**src/rtl/bpsk_enc_pkg.sv**
```systemverilog
package bpsk_enc_pkg;
  // Event handed from the handshake point to the output stage
  typedef struct packed {
    logic take;  // a data bit is accepted at this edge
    logic flip;  // the accepted bit differs from the previous one
  } grp_evt_t;
endpackage

```
**src/rtl/chip_slot_counter.sv**
```systemverilog
module chip_slot_counter #(
  parameter int CHIPS_PER_BIT = 10
) (
  input  logic clk,
  input  logic rst,
  input  logic adv,
  input  logic take,
  output logic at_last
);
  localparam int SW = (CHIPS_PER_BIT > 2) ? $clog2(CHIPS_PER_BIT) : 1;
  localparam logic [SW-1:0] LAST = SW'(CHIPS_PER_BIT - 1);

  logic [SW-1:0] slot_q;

  always_ff @(posedge clk) begin
    if (rst) begin
      slot_q <= LAST;
    end else if (adv) begin
      if (slot_q == LAST) begin
        if (take) slot_q <= '0;
      end else begin
        slot_q <= slot_q + 1'b1;
      end
    end
  end

  assign at_last = (slot_q == LAST);
endmodule

```
**src/rtl/transition_marker.sv**
```systemverilog
module transition_marker (
  input  logic clk,
  input  logic rst,
  input  logic take,
  input  logic bit_in,
  output logic flip
);
  logic prev_q;

  always_ff @(posedge clk) begin
    if (rst)       prev_q <= 1'b0;
    else if (take) prev_q <= bit_in;
  end

  assign flip = bit_in ^ prev_q;
endmodule

```
**src/rtl/chip_out_stage.sv**
```systemverilog
module chip_out_stage
  import bpsk_enc_pkg::*;
(
  input  logic     clk,
  input  logic     rst,
  input  logic     adv,
  input  logic     at_last,
  input  grp_evt_t evt,
  output logic     chip_q,
  output logic     busy_q
);
  always_ff @(posedge clk) begin
    if (rst) begin
      chip_q <= 1'b0;
      busy_q <= 1'b0;
    end else if (adv) begin
      chip_q <= evt.take & evt.flip;
      if (at_last) busy_q <= evt.take;
    end
  end
endmodule

```
**src/rtl/bpsk_chip_encoder.sv**
```systemverilog
module bpsk_chip_encoder
  import bpsk_enc_pkg::*;
#(
  parameter int CHIPS_PER_BIT = 10
) (
  input  logic clk,
  input  logic rst,
  input  logic in_valid,
  input  logic in_bit,
  output logic in_ready,
  input  logic sym_en,
  output logic sym_out,
  output logic busy
);
  logic     at_last;
  logic     flip;
  grp_evt_t evt;

  assign in_ready = sym_en & at_last;
  assign evt.take = in_ready & in_valid;
  assign evt.flip = flip;

  chip_slot_counter #(.CHIPS_PER_BIT(CHIPS_PER_BIT)) u_slot (
    .clk(clk), .rst(rst), .adv(sym_en), .take(evt.take), .at_last(at_last)
  );

  transition_marker u_mark (
    .clk(clk), .rst(rst), .take(evt.take), .bit_in(in_bit), .flip(flip)
  );

  chip_out_stage u_out (
    .clk(clk), .rst(rst), .adv(sym_en), .at_last(at_last), .evt(evt),
    .chip_q(sym_out), .busy_q(busy)
  );
endmodule

```
**config.mk**
```make
export PLATFORM = sky130hd
export DESIGN_NAME = bpsk_chip_encoder
export DESIGN_NICKNAME = d
export VERILOG_FILES = /design/src/rtl/bpsk_enc_pkg.sv /design/src/rtl/chip_slot_counter.sv /design/src/rtl/transition_marker.sv /design/src/rtl/chip_out_stage.sv /design/src/rtl/bpsk_chip_encoder.sv
export SDC_FILE = /design/constraint.sdc
export NUM_CORES = 1
export LEC_CHECK = 0
export BUFFER_PORTS_ARGS = -buffer_cell sky130_fd_sc_hd__clkbuf_2
export CAP_MARGIN = 20
export CORE_AREA = 10 10 47 49
export CTS_BUF_LIST = sky130_fd_sc_hd__clkbuf_8
export CTS_CLUSTER_SIZE = 40
export DETAILED_ROUTE_END_ITERATION = 8
export DIE_AREA = 0 0 57 59
export PLACE_DENSITY_LB_ADDON = 0.25
export SYNTH_ARGS = -nofsm -noshare
export SYNTH_HDL_FRONTEND = slang
export SYNTH_SLANG_ARGS = --single-unit
```
**constraint.sdc**
```tcl
create_clock -name clk -period 1.6 [get_ports clk]
set_clock_uncertainty 0.05 [all_clocks]
set_input_delay 0.16 -clock clk [delete_from_list [all_inputs] [get_ports clk]]
set_output_delay 0.16 -clock clk [all_outputs]
set_load 0.02 [all_outputs]
```
* Yosys cells after proc, flatten, opt, wreduce, memory -nomap -nowiden *
Cells that the tools add are included.

cells by class
  add/sub/neg operators = 1
  equal/unequal tests = 2
  muxes and demuxes = 2
  bitwise operators = 4
  reduce and logical (&&, ||, !) cells = 2

operator list
  operator                                                          count
  4-bit 2-to-1 mux                                                  2
  4-bit by 1-bit adder with 4-bit output (second input constant)    1
  4-bit equality test (second input constant)                       1
  2-bit AND reduction                                               2
  1-bit AND                                                         3
  2-bit by 1-bit != test with 1-bit output (second input constant)  1
  1-bit bitwise XOR                                                 1

storage, ports and cells
  register bits = 7
  input bits = 5
  output and inout bits = 3
  logic and storage cells = 15

* Depth between registers and ports, before layout *
Gate-level depths: netlist of the first run.

  depth after elaboration = 5
  mapped depth = 5
  gate-level depth less buffers = 4

* By module *
A second synthesis of the first run with hierarchy kept.

second synthesis, totals
  cell total of the unflattened synthesis = 39
  area total of the unflattened synthesis = 349.1 um^2

by module, submodules not included
  module             times used  cells an instance  area each (um^2)  sequential area each (um^2)
  chip_slot_counter  1           25                 214.0             80.1
  chip_out_stage     1           8                  80.1              40.0
  transition_marker  1           4                  42.5              20.0
  bpsk_chip_encoder  1           2                  12.5              0.0

* Least setup slack after synthesis of the first run *
Ideal clock, no wire load.

  kind = register to register
  from = register u_slot.slot_q[1]
  to = register u_out.busy_q
  setup time = 0.114 ns
  arrival time = 1.155 ns
  required time = 1.436 ns
  path slack = 0.280 ns
  stages on the path, launching flop included = 5
  path buffers = 1
  cell sequence = dfxtp_1 buf_2 nor4b_4 mux2i_1 nor2_1

between the ends
  word-level cells in the longest chain between the ends = 3
  elaborated cells on any way between the ends = 4

RTL lines
  what                    line                     source
  from (decl)             chip_slot_counter.sv:13  logic [SW-1:0] slot_q;
  from (signal assigned)  chip_slot_counter.sv:22  slot_q <= slot_q + 1'b1;
  4-bit equality test     chip_slot_counter.sv:27  assign at_last = (slot_q == LAST);
  1-bit AND               bpsk_chip_encoder.sv:19  assign in_ready = sym_en & at_last;
  named net in_ready      bpsk_chip_encoder.sv:10  output logic in_ready,
  1-bit AND               bpsk_chip_encoder.sv:20  assign evt.take = in_ready & in_valid;
  to (signal assigned)    chip_out_stage.sv:18     if (at_last) busy_q <= evt.take;
  to (decl)               chip_out_stage.sv:10     output logic busy_q

The timed path passes the listed nets, and every way through them passes these cells.
A chain may end at the register's enable or synchronous reset.

* Final worst setup path of the first run *
  from = register u_slot.slot_q[0]
  to = output port in_ready

between the ends
  word-level cells in the longest chain between the ends = 2

RTL lines
  what                 line
  4-bit equality test  chip_slot_counter.sv:27
  1-bit AND            bpsk_chip_encoder.sv:19
  to (decl)            bpsk_chip_encoder.sv:10

No other way between the ends.

==> metrics list, run 1 <==
- Outcome: complete, no violations
- For this block, the routed nets add up to 695 µm of wire.
- Port buffering added 7 buffers.
* IR drop worst, VDD: 0.637 mV
- TritonCTS built the clock tree.
* RSZ-0062 raised after global routing: false
* Clock transition at the register clock pins on the worst setup and hold paths after CTS: 0.04 ns
- In this run, synthesis produced a sequential element count of 7.
- Clock latency on the worst-skew pair, taken at its later pin, is 0.22 ns.
- Worst hold path type: input pin to register
- The number of antenna diodes in the final layout is 0.
* Maximum number of pins on one net before global-route repair: 10
* Number of global-route vias before repair: 302
- CTS Hold Bufs: 0
- Along the worst path, the maximum fanout reaches 5.
- Number of synthesized flops with an enable pin: 0
- Final slew viol count: 0
- Worst slew margin relative to its limit: 76.5%
- Leading cell types by total area after synthesis: sky130_fd_sc_hd__dfxtp_1, sky130_fd_sc_hd__nor2_1, sky130_fd_sc_hd__nor4b_4
- Clock tree synthesis selected as its root buffer the cell sky130_fd_sc_hd__clkbuf_8.
- Number of instances resized during post-cts repair: 0
- Final standard cell utilization of the core: 32.1%
- # Max-Cap Violations: 0
* Effective utilization at floorplan: 25.4%
* Deepest clock path buffer count: 2
* Mean routed wirelength per cell: 10.7 µm
- Across every metal layer, demand over resource in global routing totals 4.75%.
- In this run the cell area of the synthesized design comes to 355 µm².
- CTS built an H-tree with a depth of 1.
- Hpwl dp: 527 µm
* Average vias per placed instance: 4.54
* RD Place Congestion: 0.723
- Setup-failing EPs final: 0
* NumNets Final: 55
- Maximum achievable frequency: 0.692 GHz
- After synthesis, the share of flip-flops with an asynchronous set or reset is 0%.
- Number of fillers in the final layout: 156
- Chip width: 57 µm
* Part of the Yosys area used for sequential elements: 39.4%
- Once the clock tree was built, the setup fixing pass inserted 0 buffers.
- Synthesized net count: 44
- STA classifies the critical path startpoint as a register.
* Leading cell types in the layout, fill and taps excluded: sky130_fd_sc_hd__nor2_1, sky130_fd_sc_hd__clkbuf_2, sky130_fd_sc_hd__dfxtp_1, sky130_fd_sc_hd__a21oi_1, sky130_fd_sc_hd__clkbuf_8
* Final period demand of the worst path: 1.44 ns
- The number of cells on the worst reg-to-reg path is 4.
- The worst setup path is captured at an output port.
- Data required time at the worst endpoint: 1.39 ns
- The initialized floorplan defines 14 standard-cell rows.
- The analysis attributes to cell leakage a power of 0.218 nW.
- First drt pass iteration count: 2
- Setup total negative slack on the finished layout was measured at 0 ns.
* Top cell type by total area after synthesis: sky130_fd_sc_hd__dfxtp_1
- Overall overflow remaining after global route: 0
- Top-area cell type share of the netlist area: 39.4%
- Portion of the clock cycle consumed by the worst path in the final layout: 90.3%
- After technology mapping, the gate count stands at 39.
- Synthesized area divided by synthesized cell count: 9.11 µm²
- Transition time at the pin with the least slew margin: 0.352 ns
* Arrival time at the worst endpoint: 1.23 ns
* First DRT Iteration DRCs: 4
- Area of the die: 3360 µm²
- Total clock buffers created by CTS: 3
* Hold-critical path depth: 2
- The initial antenna violation count came to 0.
* Setup Crit Path Kind: register to output port
- The post-route netlist has 28.6% of its cells at a drive strength greater than 1.
- The clock net in this run drives a total of 7 sinks.
- 8 I/O pins were placed.
- Yosys printed 0 warnings.
* Core Area: 1400 µm²
- The worst register-to-register path has a setup slack of 0.29 ns.
* Total number of vias: 295
* Die Y-Extent: 59 µm
- The first global-routing pass estimated 1240 µm of wire.
- Power spread over the standard cell area amounts to 1150 nW/µm².
* Detail Route Antenna Nets: 0
- Drt drc: 0
* Number of distinct library cells after synthesis: 22
- The most used flip-flop cell after synthesis is sky130_fd_sc_hd__dfxtp_1.
* Final hold vios: 0
- Post-synthesis to final-layout area growth: 26.8%
-- routing by layer --
metal  vias to the layer above  share of wire, %  global-route usage (%)
li1                        159                 -                       -
met5                         -                 0                       0
met3                         2               7.2                    2.79
met2                         5                44                    6.67
met1                       129                46                    4.62
met4                         0               2.3                    5.03
-- area by class of cell --
| class | instances | area, µm² | share of cell area, % |
|---|---|---|---|
| repair buffers | 7 | 35.0 | 7.78 |
| clock inverters | 1 | 3.75 | 0.833 |
| inverters | 1 | 3.75 | 0.833 |
| clock buffers | 3 | 41.3 | 9.17 |
| well taps | 16 | 20.0 | 4.44 |
| multi-input cells | 30 | 206 | 45.8 |
| flip-flops and latches | 7 | 140 | 31.1 |
-- path summary, 6_finish.rpt --
kind | from | end
max reg2reg | u_slot.slot_q[1] | u_slot.slot_q[3]
min | rst | u_slot.slot_q[1]
max | u_slot.slot_q[0] | in_ready
min reg2reg | u_out.busy_q | u_out.busy_q
-- stage by stage --
| stage | setup slack [ns] | total power, mW | cell area, µm² | hold slack (ns) | cells |
|---|---|---|---|---|---|
| detailed placement | 0.296 | 0.282 | 405 | 0.389 | 61 |
| floorplan | 0.280 | 0.259 | 355 | 0.182 | 39 |
| global route | 0.0714 | 0.543 | 450 | 0.171 | 65 |
| global placement | 0.283 | 0.282 | 405 | 0.380 | 61 |
| finish | 0.155 | 0.516 | 450 | 0.154 | 65 |
| CTS | 0.138 | 0.523 | 450 | 0.154 | 65 |
-- report_power, final --
part / switching [mW] / total (mW) / internal, mW
clock network: 0.0726 / 0.238 / 0.166
registers: 0.0153 / 0.203 / 0.187
logic: 0.0395 / 0.0753 / 0.0358
total: 0.127 / 0.516 / 0.389
-- cells by family after synthesis --
group                  Yosys count  share of synthesized area (%)
AO/OA/AOI/OAI                    8                           14.4
XOR/XNOR                         2                           4.93
buffers and inverters            2                           2.46
flip-flops                       7                           39.4
multiplexers                     2                           5.63
AND/OR/NAND/NOR                 18                           33.1
-- critical path: stages (launching register included) --
cell and delay [ns]:
sky130_fd_sc_hd__dfxtp_1 0.40, sky130_fd_sc_hd__nand2_2 0.13, sky130_fd_sc_hd__nor4b_4 0.26, sky130_fd_sc_hd__clkbuf_2 0.22
-- flip-flops by register name (all words and copies together), names as in the netlist --
signal,cells
u_mark.prev_q,1
u_out.busy_q,1
u_out.chip_q,1
u_slot.slot_q,4
-- synth_stat cells (2+ instances only) --
cell,n
sky130_fd_sc_hd__dfxtp_1,7
sky130_fd_sc_hd__mux2i_1,2
sky130_fd_sc_hd__xor2_1,2
sky130_fd_sc_hd__nand2_1,2
sky130_fd_sc_hd__nor2_1,7
sky130_fd_sc_hd__a21oi_1,3
Note: power is estimated with default switching activity, not from simulation.
==> run 2, diff against run 1 <==
--- a/config.mk
+++ b/config.mk
@@ -9,7 +9,7 @@
 export CAP_MARGIN = 20
 export CORE_AREA = 10 10 47 49
 export CTS_BUF_LIST = sky130_fd_sc_hd__clkbuf_8
-export CTS_CLUSTER_SIZE = 40
+export CTS_CLUSTER_SIZE = 25
 export DETAILED_ROUTE_END_ITERATION = 8
 export DIE_AREA = 0 0 57 59
 export PLACE_DENSITY_LB_ADDON = 0.25
==> constraint.sdc (replaced) <==
create_clock -name clk -period 1.6 [get_ports clk]
set_clock_uncertainty 0.05 [all_clocks]
set_input_delay 0.32 -clock clk [delete_from_list [all_inputs] [get_ports clk]]
set_output_delay 0.32 -clock clk [all_outputs]
set_load 0.02 [all_outputs]
==> run 2 against run 1 <==
Against the previous run: largest power group unchanged; final area rose by 7.2%; critical endpoint unchanged; combinational power rose by 20%; sequential power barely moved; clock power barely moved; routed wire length rose by 12%; count of clock-buffer cells in the layout did not move; core utilization rose by 2.3 points; via count rose by 6.8%.
==> metrics list, run 2 (same netlist as run 1, synthesis figures left out) <==
- Final period demand of the worst path: 1.55 ns
- Outcome: complete, no violations
- Arrival time at the worst endpoint: 1.18 ns
- Die Y-Extent: 59 µm
- First DRT Iteration DRCs: 8
* Core Area: 1400 µm²
- Number of inserted diodes: 0
- Data required time at the worst endpoint: 1.23 ns
- In this run the power spent charging and discharging nets is 0.133 mW.
* DP Area: 405 µm²
- Commonest non-fill, non-tap cell in the layout: sky130_fd_sc_hd__nor2_1
- The detail route stage leaves a number of antenna-violating nets equal to 0.
* Number of fillers in the final layout: 162
* Sw Share: 24.9%
- The register with the most flip-flops in the layout has 4 of them.
- Summing all flip-flop and latch instances after layout gives 144 µm².
* Multi-input gate area: 211 µm²
* IR drop worst, VDD: 0.534 mV
- Maximum number of pins on one net before global-route repair: 10
* Maximum achievable frequency: 0.644 GHz
- Average vias per placed instance: 4.70
- Final slew viol count: 0
- Max-cap violations in this run came to 0.
- Setup repair after global routing left no endpoint under its margin.
- Post-synthesis to final-layout area growth: 35.9%
- The clock reaches the later pin of the worst-skew pair after 0.22 ns.
* GR Util All Layers: 4.88%
* Internal: 0.400 mW
- Design area: 483 µm²
- Deepest clock path buffer count: 2
- Together, buffers and inverters on the worst path number 1.
* Sum of negative setup slack: 0 ns
* Launching element of the worst setup path: u_slot.slot_q[0]
- Mean routed wirelength per cell: 11.6 µm
- Pwr/cell area: 1100 nW/µm²
* Kind of cell adding the most delay to the critical path: simple AND/OR/NAND/NOR gates
- Final standard cell utilization of the core: 34.5%
- TritonCTS built the clock tree.
- Global-route wire length before repair: 1360 µm
- The final critical path takes up 97.1% of the cycle.
* Final non-filler cell total: 67
- Area of the die: 3360 µm²
* Reg-to-reg critical path startpoint: u_slot.slot_q[1]
* Quantity of I/O buffers inserted on ports: 7
- Final hold slack: 0.317 ns
- Min-delay src: in_bit
- Number of antenna violations at the first check in global routing: 0
* Number of global-route vias before repair: 319
- Leading cell types in the layout, fill and taps excluded: sky130_fd_sc_hd__nor2_1, sky130_fd_sc_hd__clkbuf_2, sky130_fd_sc_hd__dfxtp_1, sky130_fd_sc_hd__clkbuf_8, sky130_fd_sc_hd__a21oi_1
* Clock group share of total power: 44.9%
* Transition time at the pin with the least slew margin: 0.375 ns
* Worst slew margin relative to its limit: 75.0%
* RD Place Congestion: 0.758
- Worst hold path type: input pin to register
* Capture point of the critical path: in_ready
* Largest stage delay on the critical path: 0.36 ns
* Setup Crit Path Kind: register to output port
- Summing over every cut layer, the via total after detailed routing is 315.
- Chip width: 57 µm
- Clock H-tree levels: 1
- Summed over all layers, the global routing overflow is 0.
- Worst reg2reg setup slack: 0.25 ns
- Final hold vios: 0
- The worst register-to-register path ends at u_slot.slot_q[3].
- The final layout contains 57 nets.
* Max FO, Critical Path: 4
- Hpwl dp: 565 µm
- The slowest stage of the critical path belongs to the cell sky130_fd_sc_hd__dfxtp_4.
- Effective utilization at floorplan: 25.4%
- Buffers inserted to repair hold after CTS numbered 0.
- Register-to-Register Path Depth: 4
* Drt drc: 0
- Combinational logic burns 17.0% of the power.
* First drt pass iteration count: 3
- In this run the clock root is driven by a sky130_fd_sc_hd__clkbuf_8.
* Setup-failing EPs final: 0
* Drt total wl: 775 µm
- The critical path goes through nand2_4 > nor4b_4 > clkbuf_8.
* Element type at the critical path end: output port
* Crit. path cell count: 3
* Clock transition at the register clock pins on the worst setup and hold paths after CTS: 0.04 ns
- In this run, flip-flops and latches consume 38.1% of the power.
* Layout cells sized above 1: 33.3%
* Leakage power summed over all cells: 0.232 nW
* Category of the worst setup path launch point: register
* Number of standard-cell rows in the floorplan: 14
- Top-Level Pins: 8
- The number of placed instances, taps included, is 61.
* Total clock buffers created by CTS: 3
* Hold-critical path depth: 3
- The clock drives 7 sinks.
- Largest Register: u_slot.slot_q
## run 2: cell count changes in the layout (fill, tap and decap cells not counted)
cell	before	now
sky130_fd_sc_hd__nand2_2	1	0
sky130_fd_sc_hd__clkbuf_8	3	4
sky130_fd_sc_hd__clkbuf_2	7	6
sky130_fd_sc_hd__buf_4	0	2
sky130_fd_sc_hd__nand2_4	0	1
sky130_fd_sc_hd__dfxtp_4	0	1
sky130_fd_sc_hd__dfxtp_1	7	6
## run 2: worst min-delay path by stage
| stage | to | slack, ns |
|---|---|---|
| 3_5_place_dp | u_out.busy_q | 0.44 |
| 2_1_floorplan | u_mark.prev_q | 0.34 |
| 5_1_grt | u_slot.slot_q[1] | 0.35 |
| 3_3_place_gp | u_out.busy_q | 0.43 |
| 4_1_cts | u_mark.prev_q | 0.32 |
| 6_report | u_mark.prev_q | 0.32 |
## run 2: power groups by stage
stage	Sequential [mW]	Clock [mW]	Combinational [mW]
6_report	0.203	0.239	0.0905
2_1_floorplan	0.203	0	0.0556
3_5_place_dp	0.206	0	0.0769
3_3_place_gp	0.206	0	0.0767
5_1_grt	0.205	0.259	0.100
4_1_cts	0.203	0.244	0.0826
## run 2: area by class of cell
| class | count | area share [%] |
|---|---|---|
| timing repair buffer | 9 | 12.2 |
| multi-input combinational | 30 | 43.8 |
| inverter | 1 | 0.777 |
| clock inverter | 1 | 0.777 |
| clock buffer | 3 | 8.55 |
| sequential | 7 | 29.8 |
| tap | 16 | 4.15 |
## run 2: worst min-delay path: stages
cell                       delay [ns]
sky130_fd_sc_hd__clkbuf_2        0.09
sky130_fd_sc_hd__mux2i_1         0.06
sky130_fd_sc_hd__nor2_1          0.07
## run 2: what timing repair did
action	4_1_cts	5_1_grt
endpoints found under the setup margin	1	1
setup buffers	0	2
cloned	0	0
resized for setup	3	2
pin swaps	0	2
## run 2: per-stage QoR
| step | power, mW | setup slack [ns] |
|---|---|---|
| after global placement | 0.282 | 0.155 |
| after detailed placement | 0.283 | 0.157 |
| after global routing | 0.564 | 0.00395 |
| final | 0.532 | 0.0469 |
| after floorplan | 0.259 | 0.280 |
| after CTS | 0.530 | 0.00931 |
## run 2: metal layers
layer	global-route usage [%]	vias to the layer above	share of wire [%]
li1	-	163	-
met1	5.21	144	49
met5	0	-	0
met2	8.06	8	46
met4	2.01	0	0
met3	2.36	0	5.3
